## src/rtl/irq_seq_pkg.sv

```systemverilog
package irq_seq_pkg;

    localparam int WORD_W     = 16;
    localparam int WORD_BYTES = 2;
    localparam int GIE_BIT    = 3;

    typedef logic [WORD_W-1:0] word_t;

    typedef enum logic [3:0] {
        ST_IDLE,
        ST_PUSH_PC,
        ST_PUSH_SR,
        ST_PICK,
        ST_VEC_RD,
        ST_VEC_LD,
        ST_POP_SR_RD,
        ST_POP_SR_LD,
        ST_POP_PC_LD
    } seq_state_e;

    typedef enum logic [1:0] {
        MEM_IDLE,
        MEM_WRITE,
        MEM_READ
    } mem_op_e;

    typedef struct packed {
        mem_op_e op;
        word_t   addr;
        word_t   wdata;
    } mem_cmd_t;

    typedef struct packed {
        logic  pc_ld;
        word_t pc_val;
        logic  sr_ld;
        word_t sr_val;
        logic  sp_ld;
        word_t sp_val;
    } reg_upd_t;

    function automatic word_t word_align(input word_t a);
        word_t r;
        r    = a;
        r[0] = 1'b0;
        return r;
    endfunction

endpackage

```

## src/rtl/irq_prio.sv

```systemverilog
module irq_prio #(
    parameter int NUM_SRC = 8,
    parameter int ID_W    = 3
) (
    input  logic [NUM_SRC-1:0] req,
    output logic               found,
    output logic [ID_W-1:0]    id
);

    // Scan upward: the last set bit seen is the highest index.
    always_comb begin
        found = 1'b0;
        id    = '0;
        for (int i = 0; i < NUM_SRC; i++) begin
            if (req[i]) begin
                found = 1'b1;
                id    = ID_W'(i);
            end
        end
    end

    always_comb begin
        if (found) begin
            assert_winner_highest_R3: assert (req[id] && ((req >> id) == NUM_SRC'(1)));
        end
    end

endmodule

```

## src/rtl/irq_stack_agu.sv

```systemverilog
module irq_stack_agu
    import irq_seq_pkg::*;
#(
    parameter int    ID_W    = 3,
    parameter word_t VEC_TOP = 16'hFFFE
) (
    input  word_t           sp_base,
    input  logic [ID_W-1:0] vec_id,
    output word_t           a_push_pc,
    output word_t           a_push_sr,
    output word_t           a_pop_sr,
    output word_t           a_pop_pc,
    output word_t           a_vec,
    output word_t           sp_pushed,
    output word_t           sp_popped
);

    localparam word_t STEP = word_t'(WORD_BYTES);

    assign a_push_pc = sp_base - STEP;
    assign a_push_sr = sp_base - (STEP << 1);
    assign sp_pushed = sp_base - (STEP << 1);
    assign a_pop_sr  = sp_base;
    assign a_pop_pc  = sp_base + STEP;
    assign sp_popped = sp_base + (STEP << 1);
    assign a_vec     = VEC_TOP - (word_t'(vec_id) * STEP);

endmodule

```

## src/rtl/irq_seq_ctrl.sv

```systemverilog
module irq_seq_ctrl
    import irq_seq_pkg::*;
#(
    parameter int NUM_SRC = 8,
    parameter int ID_W    = 3
) (
    input  logic               clk,
    input  logic               rst,
    input  logic               insn_done,
    input  logic               reti_req,
    input  logic [NUM_SRC-1:0] irq_pend,
    input  word_t              pc_cur,
    input  word_t              sr_cur,
    input  word_t              sp_cur,
    input  word_t              mem_rdata,
    input  logic               win_found,
    input  logic [ID_W-1:0]    win_id,
    input  word_t              a_push_pc,
    input  word_t              a_push_sr,
    input  word_t              a_pop_sr,
    input  word_t              a_pop_pc,
    input  word_t              a_vec,
    input  word_t              sp_pushed,
    input  word_t              sp_popped,
    output word_t              sp_base,
    output logic [ID_W-1:0]    vec_id,
    output logic [NUM_SRC-1:0] snap,
    output logic               pick,
    output logic               busy,
    output mem_cmd_t           cmd,
    output reg_upd_t           upd
);

    seq_state_e         state;
    word_t              pc_q;
    word_t              sr_q;
    word_t              sp_q;
    logic [ID_W-1:0]    id_q;
    logic [NUM_SRC-1:0] snap_q;

    logic take_ret;
    logic take_irq;

    assign take_ret = insn_done && reti_req;
    assign take_irq = insn_done && !reti_req && sr_cur[GIE_BIT] && (|irq_pend);

    always_ff @(posedge clk) begin
        if (rst) begin
            state  <= ST_IDLE;
            pc_q   <= '0;
            sr_q   <= '0;
            sp_q   <= '0;
            id_q   <= '0;
            snap_q <= '0;
        end else begin
            unique case (state)
                ST_IDLE: begin
                    if (take_ret) begin
                        sp_q  <= word_align(sp_cur);
                        state <= ST_POP_SR_RD;
                    end else if (take_irq) begin
                        pc_q   <= pc_cur;
                        sr_q   <= sr_cur;
                        sp_q   <= word_align(sp_cur);
                        snap_q <= irq_pend;
                        state  <= ST_PUSH_PC;
                    end
                end
                ST_PUSH_PC:   state <= ST_PUSH_SR;
                ST_PUSH_SR:   state <= ST_PICK;
                ST_PICK: begin
                    id_q  <= win_id;
                    state <= ST_VEC_RD;
                end
                ST_VEC_RD:    state <= ST_VEC_LD;
                ST_VEC_LD:    state <= ST_IDLE;
                ST_POP_SR_RD: state <= ST_POP_SR_LD;
                ST_POP_SR_LD: state <= ST_POP_PC_LD;
                ST_POP_PC_LD: state <= ST_IDLE;
                default:      state <= ST_IDLE;
            endcase
        end
    end

    always_comb begin
        cmd  = '{op: MEM_IDLE, addr: '0, wdata: '0};
        upd  = '0;
        pick = 1'b0;
        unique case (state)
            ST_PUSH_PC: begin
                cmd.op    = MEM_WRITE;
                cmd.addr  = a_push_pc;
                cmd.wdata = pc_q;
            end
            ST_PUSH_SR: begin
                cmd.op     = MEM_WRITE;
                cmd.addr   = a_push_sr;
                cmd.wdata  = sr_q;
                upd.sp_ld  = 1'b1;
                upd.sp_val = sp_pushed;
            end
            ST_PICK: begin
                pick       = win_found;
                upd.sr_ld  = 1'b1;
                upd.sr_val = '0;
            end
            ST_VEC_RD: begin
                cmd.op   = MEM_READ;
                cmd.addr = a_vec;
            end
            ST_VEC_LD: begin
                upd.pc_ld  = 1'b1;
                upd.pc_val = mem_rdata;
            end
            ST_POP_SR_RD: begin
                cmd.op   = MEM_READ;
                cmd.addr = a_pop_sr;
            end
            ST_POP_SR_LD: begin
                cmd.op     = MEM_READ;
                cmd.addr   = a_pop_pc;
                upd.sr_ld  = 1'b1;
                upd.sr_val = mem_rdata;
            end
            ST_POP_PC_LD: begin
                upd.pc_ld  = 1'b1;
                upd.pc_val = mem_rdata;
                upd.sp_ld  = 1'b1;
                upd.sp_val = sp_popped;
            end
            default: ;
        endcase
    end

    assign busy    = (state != ST_IDLE);
    assign sp_base = sp_q;
    assign vec_id  = id_q;
    assign snap    = snap_q;

    // no boundary strobe, no start
    assert_idle_hold_R1: assert property (@(posedge clk) disable iff (rst)
        (state == ST_IDLE && !insn_done) |=> (state == ST_IDLE));

    // global enable low and no return, no start
    assert_gie_gate_R1: assert property (@(posedge clk) disable iff (rst)
        (state == ST_IDLE && !reti_req && !sr_cur[GIE_BIT]) |=> (state == ST_IDLE));

    // second push lands one word below the first
    assert_push_adjacent_R2: assert property (@(posedge clk) disable iff (rst)
        (state == ST_PUSH_PC) |=> (cmd.op == MEM_WRITE && cmd.addr == $past(cmd.addr) - 16'd2));

    // program counter slot is one word above the status slot
    assert_pop_adjacent_R7: assert property (@(posedge clk) disable iff (rst)
        (state == ST_POP_SR_RD) |=> (cmd.op == MEM_READ && cmd.addr == $past(cmd.addr) + 16'd2));

    // status word was zeroed before the vector is loaded
    assert_sr_cleared_R5: assert property (@(posedge clk) disable iff (rst)
        (state == ST_VEC_LD) |-> ($past(upd.sr_ld, 2) && $past(upd.sr_val, 2) == '0));

endmodule

```

## src/rtl/irq_seq.sv

```systemverilog
module irq_seq
    import irq_seq_pkg::*;
#(
    parameter int                 NUM_SRC         = 8,
    parameter logic [15:0]        VEC_TOP         = 16'hFFFE,
    parameter logic [NUM_SRC-1:0] SINGLE_SRC_MASK = 8'h7F
) (
    input  logic               clk,
    input  logic               rst,
    input  logic               insn_done,
    input  logic               reti_req,
    input  logic [NUM_SRC-1:0] irq_pend,
    output logic [NUM_SRC-1:0] irq_clr,
    input  logic [15:0]        pc_cur,
    input  logic [15:0]        sr_cur,
    input  logic [15:0]        sp_cur,
    output logic               pc_load,
    output logic [15:0]        pc_next,
    output logic               sr_load,
    output logic [15:0]        sr_next,
    output logic               sp_load,
    output logic [15:0]        sp_next,
    output logic               mem_req,
    output logic               mem_we,
    output logic [15:0]        mem_addr,
    output logic [15:0]        mem_wdata,
    input  logic [15:0]        mem_rdata,
    output logic               busy
);

    localparam int ID_W = (NUM_SRC > 1) ? $clog2(NUM_SRC) : 1;

    word_t              sp_base;
    logic [ID_W-1:0]    vec_id;
    logic [NUM_SRC-1:0] snap;
    logic               pick;
    logic               win_found;
    logic [ID_W-1:0]    win_id;
    word_t              a_push_pc, a_push_sr, a_pop_sr, a_pop_pc, a_vec;
    word_t              sp_pushed, sp_popped;
    mem_cmd_t           cmd;
    reg_upd_t           upd;

    irq_prio #(
        .NUM_SRC (NUM_SRC),
        .ID_W    (ID_W)
    ) u_prio (
        .req   (irq_pend | snap),
        .found (win_found),
        .id    (win_id)
    );

    irq_stack_agu #(
        .ID_W    (ID_W),
        .VEC_TOP (VEC_TOP)
    ) u_agu (
        .sp_base   (sp_base),
        .vec_id    (vec_id),
        .a_push_pc (a_push_pc),
        .a_push_sr (a_push_sr),
        .a_pop_sr  (a_pop_sr),
        .a_pop_pc  (a_pop_pc),
        .a_vec     (a_vec),
        .sp_pushed (sp_pushed),
        .sp_popped (sp_popped)
    );

    irq_seq_ctrl #(
        .NUM_SRC (NUM_SRC),
        .ID_W    (ID_W)
    ) u_ctrl (
        .clk       (clk),
        .rst       (rst),
        .insn_done (insn_done),
        .reti_req  (reti_req),
        .irq_pend  (irq_pend),
        .pc_cur    (pc_cur),
        .sr_cur    (sr_cur),
        .sp_cur    (sp_cur),
        .mem_rdata (mem_rdata),
        .win_found (win_found),
        .win_id    (win_id),
        .a_push_pc (a_push_pc),
        .a_push_sr (a_push_sr),
        .a_pop_sr  (a_pop_sr),
        .a_pop_pc  (a_pop_pc),
        .a_vec     (a_vec),
        .sp_pushed (sp_pushed),
        .sp_popped (sp_popped),
        .sp_base   (sp_base),
        .vec_id    (vec_id),
        .snap      (snap),
        .pick      (pick),
        .busy      (busy),
        .cmd       (cmd),
        .upd       (upd)
    );

    // Auto-clear only exists for single-source request lines.
    for (genvar g = 0; g < NUM_SRC; g++) begin : g_clr
        if (SINGLE_SRC_MASK[g]) begin : g_single
            assign irq_clr[g] = pick && (win_id == ID_W'(g));
        end else begin : g_multi
            assign irq_clr[g] = 1'b0;
        end
    end

    assign mem_req   = (cmd.op != MEM_IDLE);
    assign mem_we    = (cmd.op == MEM_WRITE);
    assign mem_addr  = cmd.addr;
    assign mem_wdata = cmd.wdata;
    assign pc_load   = upd.pc_ld;
    assign pc_next   = upd.pc_val;
    assign sr_load   = upd.sr_ld;
    assign sr_next   = upd.sr_val;
    assign sp_load   = upd.sp_ld;
    assign sp_next   = upd.sp_val;

    // at most one flag cleared, and only inside a sequence
    assert_clr_onehot_R4: assert property (@(posedge clk) disable iff (rst)
        $onehot0(irq_clr));
    assert_clr_in_seq_R4: assert property (@(posedge clk) disable iff (rst)
        (|irq_clr) |-> busy);

    // an idle cycle makes no memory access
    assert_idle_quiet_R9: assert property (@(posedge clk) disable iff (rst)
        (!busy) |-> (!mem_req && !pc_load));

endmodule

```

## config.mk

```make
export PLATFORM = sky130hd
export DESIGN_NAME = irq_seq
export DESIGN_NICKNAME = d
export VERILOG_FILES = /design/src/rtl/irq_seq_pkg.sv /design/src/rtl/irq_prio.sv /design/src/rtl/irq_stack_agu.sv /design/src/rtl/irq_seq_ctrl.sv /design/src/rtl/irq_seq.sv
export SDC_FILE = /design/constraint.sdc
export NUM_CORES = 1
export LEC_CHECK = 0
export ABC_AREA = 1
export BUFFER_PORTS_ARGS = -buffer_cell sky130_fd_sc_hd__buf_2
export CAP_MARGIN = 15
export CORE_UTILIZATION = 51
export CTS_CLUSTER_SIZE = 16
export DETAILED_ROUTE_END_ITERATION = 10
export HOLD_SLACK_MARGIN = 0.15
export PLACE_DENSITY = 0.89
export SYNTH_ARGS = -nofsm -noshare
export SYNTH_HDL_FRONTEND = slang
export SYNTH_SLANG_ARGS = --single-unit
```

## constraint.sdc

```tcl
create_clock -name clk -period 3.5 [get_ports clk]
set_clock_uncertainty 0.1 [all_clocks]
set_input_delay 0.525 -clock clk [delete_from_list [all_inputs] [get_ports clk]]
set_output_delay 0.525 -clock clk [all_outputs]
set_load 0.005 [all_outputs]
```

==> results of run 1 <==
==> layer usage <==
metal,track usage,share of wire
met5,0,0
met4,0.102,0.018
met3,0.0654,0.070
met2,0.481,0.49
met1,0.331,0.43
==> how the worst max path moves through the flow <==
stage / startpoint / to / slack [ps]
2_1_floorplan: u_ctrl.state[0] / mem_addr[7] / 720
3_3_place_gp: u_ctrl.state[0] / mem_addr[14] / 510
3_5_place_dp: u_ctrl.state[0] / mem_addr[14] / 480
4_1_cts: u_ctrl.state[0] / mem_addr[14] / 70
5_1_grt: u_ctrl.state[3] / mem_addr[7] / 20
6_report: u_ctrl.state[3] / mem_addr[7] / 280
==> layout by cell type (no fill, tap or decap), types with 2 or more instances in the layout <==
| master | instances |
|---|---|
| nor2_4 | 4 |
| ha_1 | 16 |
| inv_4 | 2 |
| dfxtp_2 | 2 |
| or2_2 | 4 |
| a21oi_1 | 32 |
| bufinv_16 | 2 |
| nand2_2 | 3 |
| o21ai_1 | 7 |
| dfxtp_1 | 60 |
| nand3_1 | 50 |
| inv_2 | 4 |
| inv_6 | 2 |
| nand4_1 | 6 |
| nor2_2 | 8 |
| conb_1 | 3 |
| nor3_1 | 10 |
| nand2_1 | 159 |
| buf_4 | 7 |
| nor2_1 | 190 |
| clkbuf_8 | 10 |
| clkinvlp_4 | 2 |
| inv_1 | 111 |
| o21ai_2 | 2 |
| o21ai_0 | 61 |
| o2111ai_1 | 2 |
| nand3_2 | 2 |
| a22o_1 | 15 |
| nand3b_1 | 18 |
| buf_2 | 165 |
| xor2_1 | 3 |
==> final cells by class <==
cell class                      instances  area (sq um)
Tap cell                              129           161
Multi-Input combinational cell        610          3010
Timing Repair Buffer                  173           890
Inverter                              118           448
Fill cell                             887          3260
Sequential cell                        62          1240
Clock inverter                          6          92.6
Clock buffer                           10           138
==> cells by family after synthesis <==
kind of cell             share of synthesized area
AO/OA/AOI/OAI                                0.157
XOR/XNOR                                   0.00724
adder cells (fa/ha/maj)                     0.0481
buffers and inverters                        0.127
flip-flops                                   0.256
other                                     0.000774
AND/OR/NAND/NOR                              0.404
==> power by group through the flow <==
stage                     logic [mW]  clock network, mW  registers (mW)
after CTS                       2.26              0.738           0.994
after floorplan                 1.66                  0           0.924
after detailed placement        2.25                  0            1.01
after global placement          2.20                  0            1.00
after global routing            2.60              0.771            1.03
final                           2.29              0.723            1.00
==> stage by stage <==
step	cells	area, sq um	utilization	hold slack (ps)	setup WS [ps]
CTS	1105	5930	0.642	283	67.7
global placement	1089	5700	0.617	347	508
floorplan	823	4850	-	331	719
detailed placement	1089	5700	0.617	348	482
global route	1108	5980	0.647	289	18.5
finish	1108	5980	0.647	297	279
==> flip-flops by register name (all words and copies together) (netlist names) <==
| name | flops |
|---|---|
| u_ctrl.state | 4 |
| u_ctrl.snap | 8 |
| u_ctrl.pc_q | 16 |
| u_ctrl.sp_base | 15 |
| u_ctrl.vec_id | 3 |
| u_ctrl.sr_q | 16 |
==> worst max-delay path, delay by kind of cell (launching register included) <==
family                     cells  cell delay, ps
adders and majority gates      1             360
buffers and inverters          4             430
DFF                            1             350
and+or+nand+nor                8            1100
==> repair_timing <==
item / CTS / global route
endpoints found under the hold margin: 0 / 0
buffers inserted: 0 / 3
setup endpoints to repair: 0 / 6
resized for setup: 0 / 7
==> impl_metrics.tcl, run 1 <==
set metrics [dict create \
    status "finished clean" \
    rsz0062_at_grt "no" \
    yosysMostFrequentCell "nor2_1" \
    start_util 0.524 \
    cts_hold_buf 0 \
    place.gp.congestion 0.911 \
    grt-ovfl-total 0 \
    powerDensity_nw_per_um2 671 \
    drv_slew 0 \
    grt_usage 0.276 \
    end_kind "output port" \
    fp.dieW_um 99.4 \
    antenna_found_initial 0 \
    synth-edff-count 0 \
    seqPwrFrac 0.250 \
    rr_endpoint "u_ctrl.state[0]" \
    synth_common_cells "190 x nor2_1, 160 x nand2_1, 111 x inv_1, 62 x dfxtp_1, 61 x o21ai_0" \
    antenna_cells 0 \
    r2r_cells 7 \
    htree_num_levels 3 \
    dieArea_sq_um 9890 \
    r2r_start "u_ctrl.state[1]" \
    critPathSlowestCell "ha_1" \
    hold_end "u_ctrl.pc_q[2]" \
    slowest_delay_ps 360 \
    grt_max_degree 50 \
    synth_area_sq_um 4840 \
    tns_ps 0 \
    path_clk_slew_ps 80 \
    synthArstFlopShare 0 \
    core-area_sq_um 9240 \
    hold_violations 0 \
    finalCritPeriodShare 0.920 \
    synth_seq_cells 62 \
    leakage_nw 3.43 \
    avgViaCountPerCell 5.09 \
    finalSetupViolations 0 \
    root_buffer "clkbuf_8" \
    clock-sinks 62 \
    finalPower_mw 4.01 \
    start_kind "flop" \
    drt_pass1_iterations 5 \
    synth_top_area_frac 0.256 \
    required_ps 2870 \
    nets 1068 \
    ir_drop_mv 0.444 \
    ys_types 44 \
    cts_tree "built" \
    wire_per_inst_um 12.3 \
    yosys-top-cells-area "dfxtp_1 26%, nor2_1 15%, nand2_1 12%" \
    syn_to_final_growth_pct 23.5 \
    min-delay-start "pc_cur[2]" \
    cts_max_path_buffers 2 \
    swShare 0.479 \
    cts-buffers-inserted 9 \
    ys_seq_area_frac 0.256 \
    dp_hpwl_um 10400 \
    max_freq_mhz 310 \
    io_pins 170 \
    row_count 35 \
    crit_type "flop to output port" \
    combPwrFrac 0.569 \
    cap_violations 0 \
    num_vias 5643 \
    drcViolationCount 0 \
    switchingPower_mw 1.92 \
    hp-class "primary input to flop" \
    synth_top_flop_cell "dfxtp_1" \
    routed_wl_um 13700 \
    power.internal_mw 2.09 \
    crit_chain "inv_1 > nand2_2 > nor2_4 > inv_4 > ha_1 > nand2_1 > inv_1 > nand2_1 > nand3_1 > or2_2 > nand3_1 > nand3_1 > buf_2" \
    syn_inst 821 \
    hold_depth 3 \
    crit_top_cell "nand3_1" \
    drt_iter0_markers 397 \
    pwr-share-clk 0.180 \
    period_needed_ps 3220 \
    io_buffers 165 \
    first_global_vias 5044 \
    cp_max_fo 15 \
    tightest_slew_ps 738 \
    clk_latency_ps 350 \
    synth_largest_area_cell "dfxtp_1" \
    cp.arrival_ps 2600 \
    drive_above_1_share 0.229 \
    regToRegSetupSlack_ps 1740 \
    maxSlewHeadroom 0.508 \
    avgSynthCellArea_sq_um 5.90 \
    yosys_warnings 0 \
    grt_pass1_wl_um 22200 \
    ant_nets 0 \
    die_h_um 99.4 \
]
No activity file was read; power rests on OpenSTA's default activity.
==> run 2, diff against run 1 <==
--- a/config.mk
+++ b/config.mk
@@ -6,13 +6,15 @@
 export NUM_CORES = 1
 export LEC_CHECK = 0
 export ABC_AREA = 1
+export ABC_CLOCK_PERIOD_IN_PS = 3500
 export BUFFER_PORTS_ARGS = -buffer_cell sky130_fd_sc_hd__buf_2
 export CAP_MARGIN = 15
 export CORE_UTILIZATION = 51
 export CTS_CLUSTER_SIZE = 16
 export DETAILED_ROUTE_END_ITERATION = 10
 export HOLD_SLACK_MARGIN = 0.15
-export PLACE_DENSITY = 0.89
+export PLACE_DENSITY = 0.81
+export SLEW_MARGIN = 20
 export SYNTH_ARGS = -nofsm -noshare
 export SYNTH_HDL_FRONTEND = slang
 export SYNTH_SLANG_ARGS = --single-unit
==> run 2 against run 1 <==
  * Largest power group unchanged
  * Sequential share of layout area rose by 0.26 points
  * Combinational power hardly changed
  * Global-route usage rose by 0.47 points
  * Count of clock-buffer cells in the layout grew 1
  * First-iteration DRC count is 29% lower
  * Clock power is 17% lower
  * Utilization shrank 0.85 points
  * Sequential power barely moved
  * Sequential cell count stayed put
  * Final cell count shrank 0.27%
  * Critical path depth increased by 1
  * Power down 3.7%
==> impl_metrics.tcl, run 2 (synthesis gave the netlist of run 1 again) <==
set metrics [dict create \
    status "finished clean" \
    clk_latency_ps 340 \
    start_util 0.524 \
    clock-sinks 62 \
    grt_usage 0.281 \
    pwr-share-clk 0.155 \
    place.gp.congestion 0.940 \
    core-area_sq_um 9240 \
    tns_ps 0 \
    swShare 0.493 \
    htree_num_levels 3 \
    ir_drop_mv 0.311 \
    rsz0062_at_grt "no" \
    crit_top_cell "nand2_1" \
    drt_pass1_iterations 4 \
    leakage_nw 3.40 \
    start_kind "flop" \
    switchingPower_mw 1.91 \
    cap_violations 0 \
    drive_above_1_share 0.224 \
    hp-class "primary input to flop" \
    tightest_slew_ps 812 \
    syn_to_final_growth_pct 21.9 \
    avgViaCountPerCell 5.12 \
    antenna_cells 0 \
    io_buffers 165 \
    power.internal_mw 1.96 \
    max_freq_mhz 310 \
    maxSlewHeadroom 0.459 \
    final_cell_count_no_fill 1105 \
    drt_iter0_markers 281 \
    dp_cells 1089 \
    dp_hpwl_um 10500 \
    finalSetupViolations 0 \
    seqPwrFrac 0.258 \
    cp_max_fo 16 \
    cts_tree "built" \
    period_needed_ps 3230 \
    end_kind "output port" \
    nets 1065 \
    placed_area_sq_um 5700 \
    grt-ovfl-total 0 \
    cts_max_path_buffers 2 \
    antenna_found_initial 0 \
    combPwrFrac 0.587 \
    ant_nets 0 \
    required_ps 2870 \
    fin_ws_ps 270 \
    io_pins 170 \
    slowest_delay_ps 400 \
    r2r_start "u_ctrl.state[2]" \
    critPathSlowestCell "dfxtp_1" \
    die_h_um 99.4 \
    row_count 35 \
    fin_util 0.639 \
    crit_type "flop to output port" \
    hold_ws_ps 308 \
    num_vias 5653 \
    dp_slack_ps 516 \
    fp.dieW_um 99.4 \
    mostFrequentLayoutCell "nor2_1" \
    hold_violations 0 \
    critPathLaunch "u_ctrl.state[1]" \
    drv_slew 0 \
    grt_pass1_wl_um 22400 \
    num-fill-cells 917 \
    final_cell_mix "190 x nor2_1, 165 x buf_2, 159 x nand2_1" \
    final_area_sq_um 5900 \
    routed_wl_um 13800 \
    cts-buffers-inserted 9 \
    powerDensity_nw_per_um2 655 \
    cp.arrival_ps 2600 \
    root_buffer "clkbuf_8" \
    dieArea_sq_um 9890 \
    drcViolationCount 0 \
    crit_chain "nand2_1 > nor2_4 > inv_4 > ha_1 > nand2_1 > nor2_1 > nand2_1 > nand3_1 > nand2_1 > nand2_1 > nand2_1 > nand3_1 > nand2_1 > buf_2" \
    min-delay-start "sr_cur[15]" \
    finalPower_mw 3.87 \
    wire_per_inst_um 12.5 \
    grt_max_degree 51 \
    path_clk_slew_ps 70 \
    first_global_vias 5048 \
    finalCritPeriodShare 0.923 \
]
==> run 2: changes by cell type in the layout (fill, tap and decap cells not counted), sizes merged <==
cell / delta
clkinv: +3
bufinv: -2
clkbuf: +1
buf: -3
clkinvlp: -2
==> run 2: worst paths after layout <==
path	end	slack, ps	cells past startpoint
hold / removal	u_ctrl.sr_q[15]	310	3
hold reg to reg	u_ctrl.sr_q[3]	360	2
setup reg to reg	u_ctrl.sr_q[1]	1600	6
setup / recovery	mem_addr[14]	270	14
==> run 2: what timing repair did <==
action | CTS | global route
hold endpoints to repair | 0 | 0
resized for setup | 0 | 4
setup endpoints to repair | 0 | 6
hold buffers | 0 | 0
setup buffers | 0 | 0
==> run 2: final cells by class <==
| class | instances | area [sq um] | area share |
|---|---|---|---|
| sequential | 62 | 1240 | 0.211 |
| timing repair buffer | 170 | 863 | 0.146 |
| multi-input combinational | 610 | 3000 | 0.508 |
| tap | 129 | 161 | 0.0273 |
| inverter | 118 | 448 | 0.0759 |
| clock inverter | 5 | 40.0 | 0.00678 |
| clock buffer | 11 | 151 | 0.0257 |
==> run 2: worst max-delay path, delay by kind of cell (launching register included) <==
family | cells | cell delay, ps
adders and majority gates | 1 | 390
buffers and inverters | 2 | 250
DFF | 1 | 400
and+or+nand+nor | 11 | 1230
==> run 2: power by group through the flow <==
stage / clock [mW] / sequential [mW] / combinational, mW
floorplan: 0 / 0.924 / 1.66
global placement: 0 / 1.00 / 2.22
detailed placement: 0 / 1.01 / 2.25
CTS: 0.611 / 0.992 / 2.26
global route: 0.644 / 1.02 / 2.59
finish: 0.599 / 0.997 / 2.27
==> run 2: routing by layer <==
metal / vias to the layer above / routed length (um) / share of wire / global-route usage
met2: 180 / 6680 / 0.48 / 0.488
li1: 2904 / - / - / -
met4: 0 / 348 / 0.025 / 0.126
met1: 2542 / 5930 / 0.43 / 0.336
met3: 27 / 821 / 0.060 / 0.0569
met5: - / 0 / 0 / 0
==> run 3, diff against run 2 <==
--- a/config.mk
+++ b/config.mk
@@ -6,14 +6,14 @@
 export NUM_CORES = 1
 export LEC_CHECK = 0
 export ABC_AREA = 1
-export ABC_CLOCK_PERIOD_IN_PS = 3500
+export ABC_CLOCK_PERIOD_IN_PS = 4150
 export BUFFER_PORTS_ARGS = -buffer_cell sky130_fd_sc_hd__buf_2
 export CAP_MARGIN = 15
-export CORE_UTILIZATION = 51
+export CORE_UTILIZATION = 55
 export CTS_CLUSTER_SIZE = 16
 export DETAILED_ROUTE_END_ITERATION = 10
 export HOLD_SLACK_MARGIN = 0.15
-export PLACE_DENSITY = 0.81
+export PLACE_DENSITY = 0.87
 export SLEW_MARGIN = 20
 export SYNTH_ARGS = -nofsm -noshare
 export SYNTH_HDL_FRONTEND = slang
==> constraint.sdc (replaced) <==
create_clock -name clk -period 4.15 [get_ports clk]
set_clock_uncertainty 0.1 [all_clocks]
set_input_delay 0.6225 -clock clk [delete_from_list [all_inputs] [get_ports clk]]
set_output_delay 0.6225 -clock clk [all_outputs]
set_load 0.005 [all_outputs]
==> run 3 against run 2 <==
  * Global-route usage is 2.6 points higher
  * Wire length increased by 0.60%
  * Die area down 7.1%
  * Register-to-register slack improved by 620 ps
  * Combinational power fell by 15%
  * Via count grew 1.0%
  * Critical endpoint is now mem_addr[7]
  * Count of clock-buffer cells in the layout did not move
  * Critical path depth shrank 1
==> impl_metrics.tcl, run 3 (synthesis gave the netlist of run 1 again) <==
set metrics [dict create \
    slowest_delay_ps 440 \
    critPathSlowestCell "inv_2" \
    path_clk_slew_ps 70 \
    cap_violations 0 \
    seqPwrFrac 0.247 \
    drt_iter0_markers 396 \
    cts-buffers-inserted 9 \
    end_kind "output port" \
    ant_nets 0 \
    dieArea_sq_um 9180 \
    place.gp.congestion 0.924 \
    io_pins 170 \
    combPwrFrac 0.566 \
    pwr-share-clk 0.187 \
    wire_per_inst_um 12.8 \
    leakage_nw 3.41 \
    first_global_vias 5039 \
    cts_max_path_buffers 2 \
    powerDensity_nw_per_um2 576 \
    max_freq_mhz 275 \
    dp_hpwl_um 10500 \
    clk_latency_ps 330 \
    num-fill-cells 777 \
    cts_hold_buf 0 \
    antenna_found_initial 0 \
    min-delay-start "u_ctrl.sr_q[3]" \
    drive_above_1_share 0.220 \
    required_ps 3430 \
    cp_max_fo 32 \
    swShare 0.468 \
    nets 1064 \
    final_area_sq_um 5900 \
    syn_to_final_growth_pct 21.9 \
    grt_usage 0.308 \
    placed_area_sq_um 5670 \
    ir_drop_mv 0.366 \
    avgViaCountPerCell 5.29 \
    start_util 0.578 \
    tns_ps 0 \
    routed_wl_um 13900 \
    die_h_um 95.8 \
    io_buffers 165 \
    cts_tree "built" \
    period_needed_ps 3640 \
    clock-sinks 62 \
    r2r_cells 7 \
    antenna_cells 0 \
    root_buffer "clkbuf_8" \
    switchingPower_mw 1.59 \
    rr_endpoint "u_ctrl.sp_base[8]" \
    hold_violations 0 \
    fp.dieW_um 95.8 \
    fin_util 0.704 \
    drv_slew 0 \
    core-area_sq_um 8380 \
    r2r_start "u_ctrl.state[0]" \
    crit_chain "inv_1 > nand2_1 > nor2_4 > inv_2 > ha_1 > nand2_1 > inv_1 > nand2_1 > nand3_1 > or2_2 > nand3_1 > nand3_1 > buf_2" \
    htree_num_levels 3 \
    hp-class "flop to flop" \
    final_cell_mix "190 x nor2_1, 165 x buf_2, 160 x nand2_1" \
    num_vias 5710 \
    status "finished clean" \
    drcViolationCount 0 \
    crit_type "flop to output port" \
    finalPower_mw 3.40 \
    grt_max_degree 56 \
    finalSetupViolations 0 \
    drt_pass1_iterations 6 \
    hold_ws_ps 355 \
    tightest_slew_ps 820 \
    power.internal_mw 1.81 \
    hold_end "u_ctrl.sr_q[3]" \
    postCtsSetupRepairBufs 0 \
    rsz0062_at_grt "no" \
    start_kind "flop" \
    hold_depth 2 \
    post_cts_resized 0 \
    finalCritPeriodShare 0.877 \
    cp.arrival_ps 2920 \
    row_count 33 \
    mostFrequentLayoutCell "nor2_1" \
    regToRegSetupSlack_ps 2220 \
    maxSlewHeadroom 0.453 \
    grt_pass1_wl_um 22200 \
    grt-ovfl-total 0 \
]
-- run 3: final cells by class --
cell class                      count  area (sq um)  share of cell area
Inverter                          118           445              0.0755
Tap cell                          105           131              0.0223
Sequential cell                    62          1240               0.210
Multi-Input combinational cell    610          2990               0.507
Clock inverter                      4          95.1              0.0161
Clock buffer                       11           141              0.0240
Timing Repair Buffer              169           856               0.145
-- run 3: power by group through the flow --
stage | Sequential [mW] | Combinational, mW | Clock, mW
after floorplan | 0.779 | 1.40 | 0
after global placement | 0.844 | 1.86 | 0
after detailed placement | 0.848 | 1.89 | 0
after CTS | 0.836 | 1.91 | 0.645
after global routing | 0.856 | 2.21 | 0.668
final | 0.841 | 1.92 | 0.637
-- run 3: layer usage --
metal	routed length, um	vias to the layer above	global-route usage
li1	-	2908	-
met4	263	0	0.116
met2	6690	266	0.530
met5	0	-	0
met1	5760	2508	0.368
met3	1140	28	0.0766
-- run 3: how the worst max path moves through the flow --
stage,start,endpoint
floorplan,u_ctrl.state[0],mem_addr[7]
global placement,u_ctrl.state[3],mem_addr[7]
detailed placement,u_ctrl.state[3],mem_addr[7]
CTS,u_ctrl.state[3],mem_addr[7]
global route,u_ctrl.state[3],mem_addr[14]
finish,u_ctrl.state[3],mem_addr[7]
-- run 3: worst max-delay path, delay by kind of cell, from the launching register on --
kind	cells	cell delay, ps
buf+inv	4	720
fa+ha+maj	1	390
flops	1	400
simple gates	8	1080
-- run 3: through the flow --
stage | std cells | setup WS, ps
after CTS | 1079 | 525
after floorplan | 823 | 1270
final | 1079 | 509
after detailed placement | 1064 | 905
after global placement | 1064 | 926
after global routing | 1079 | 222
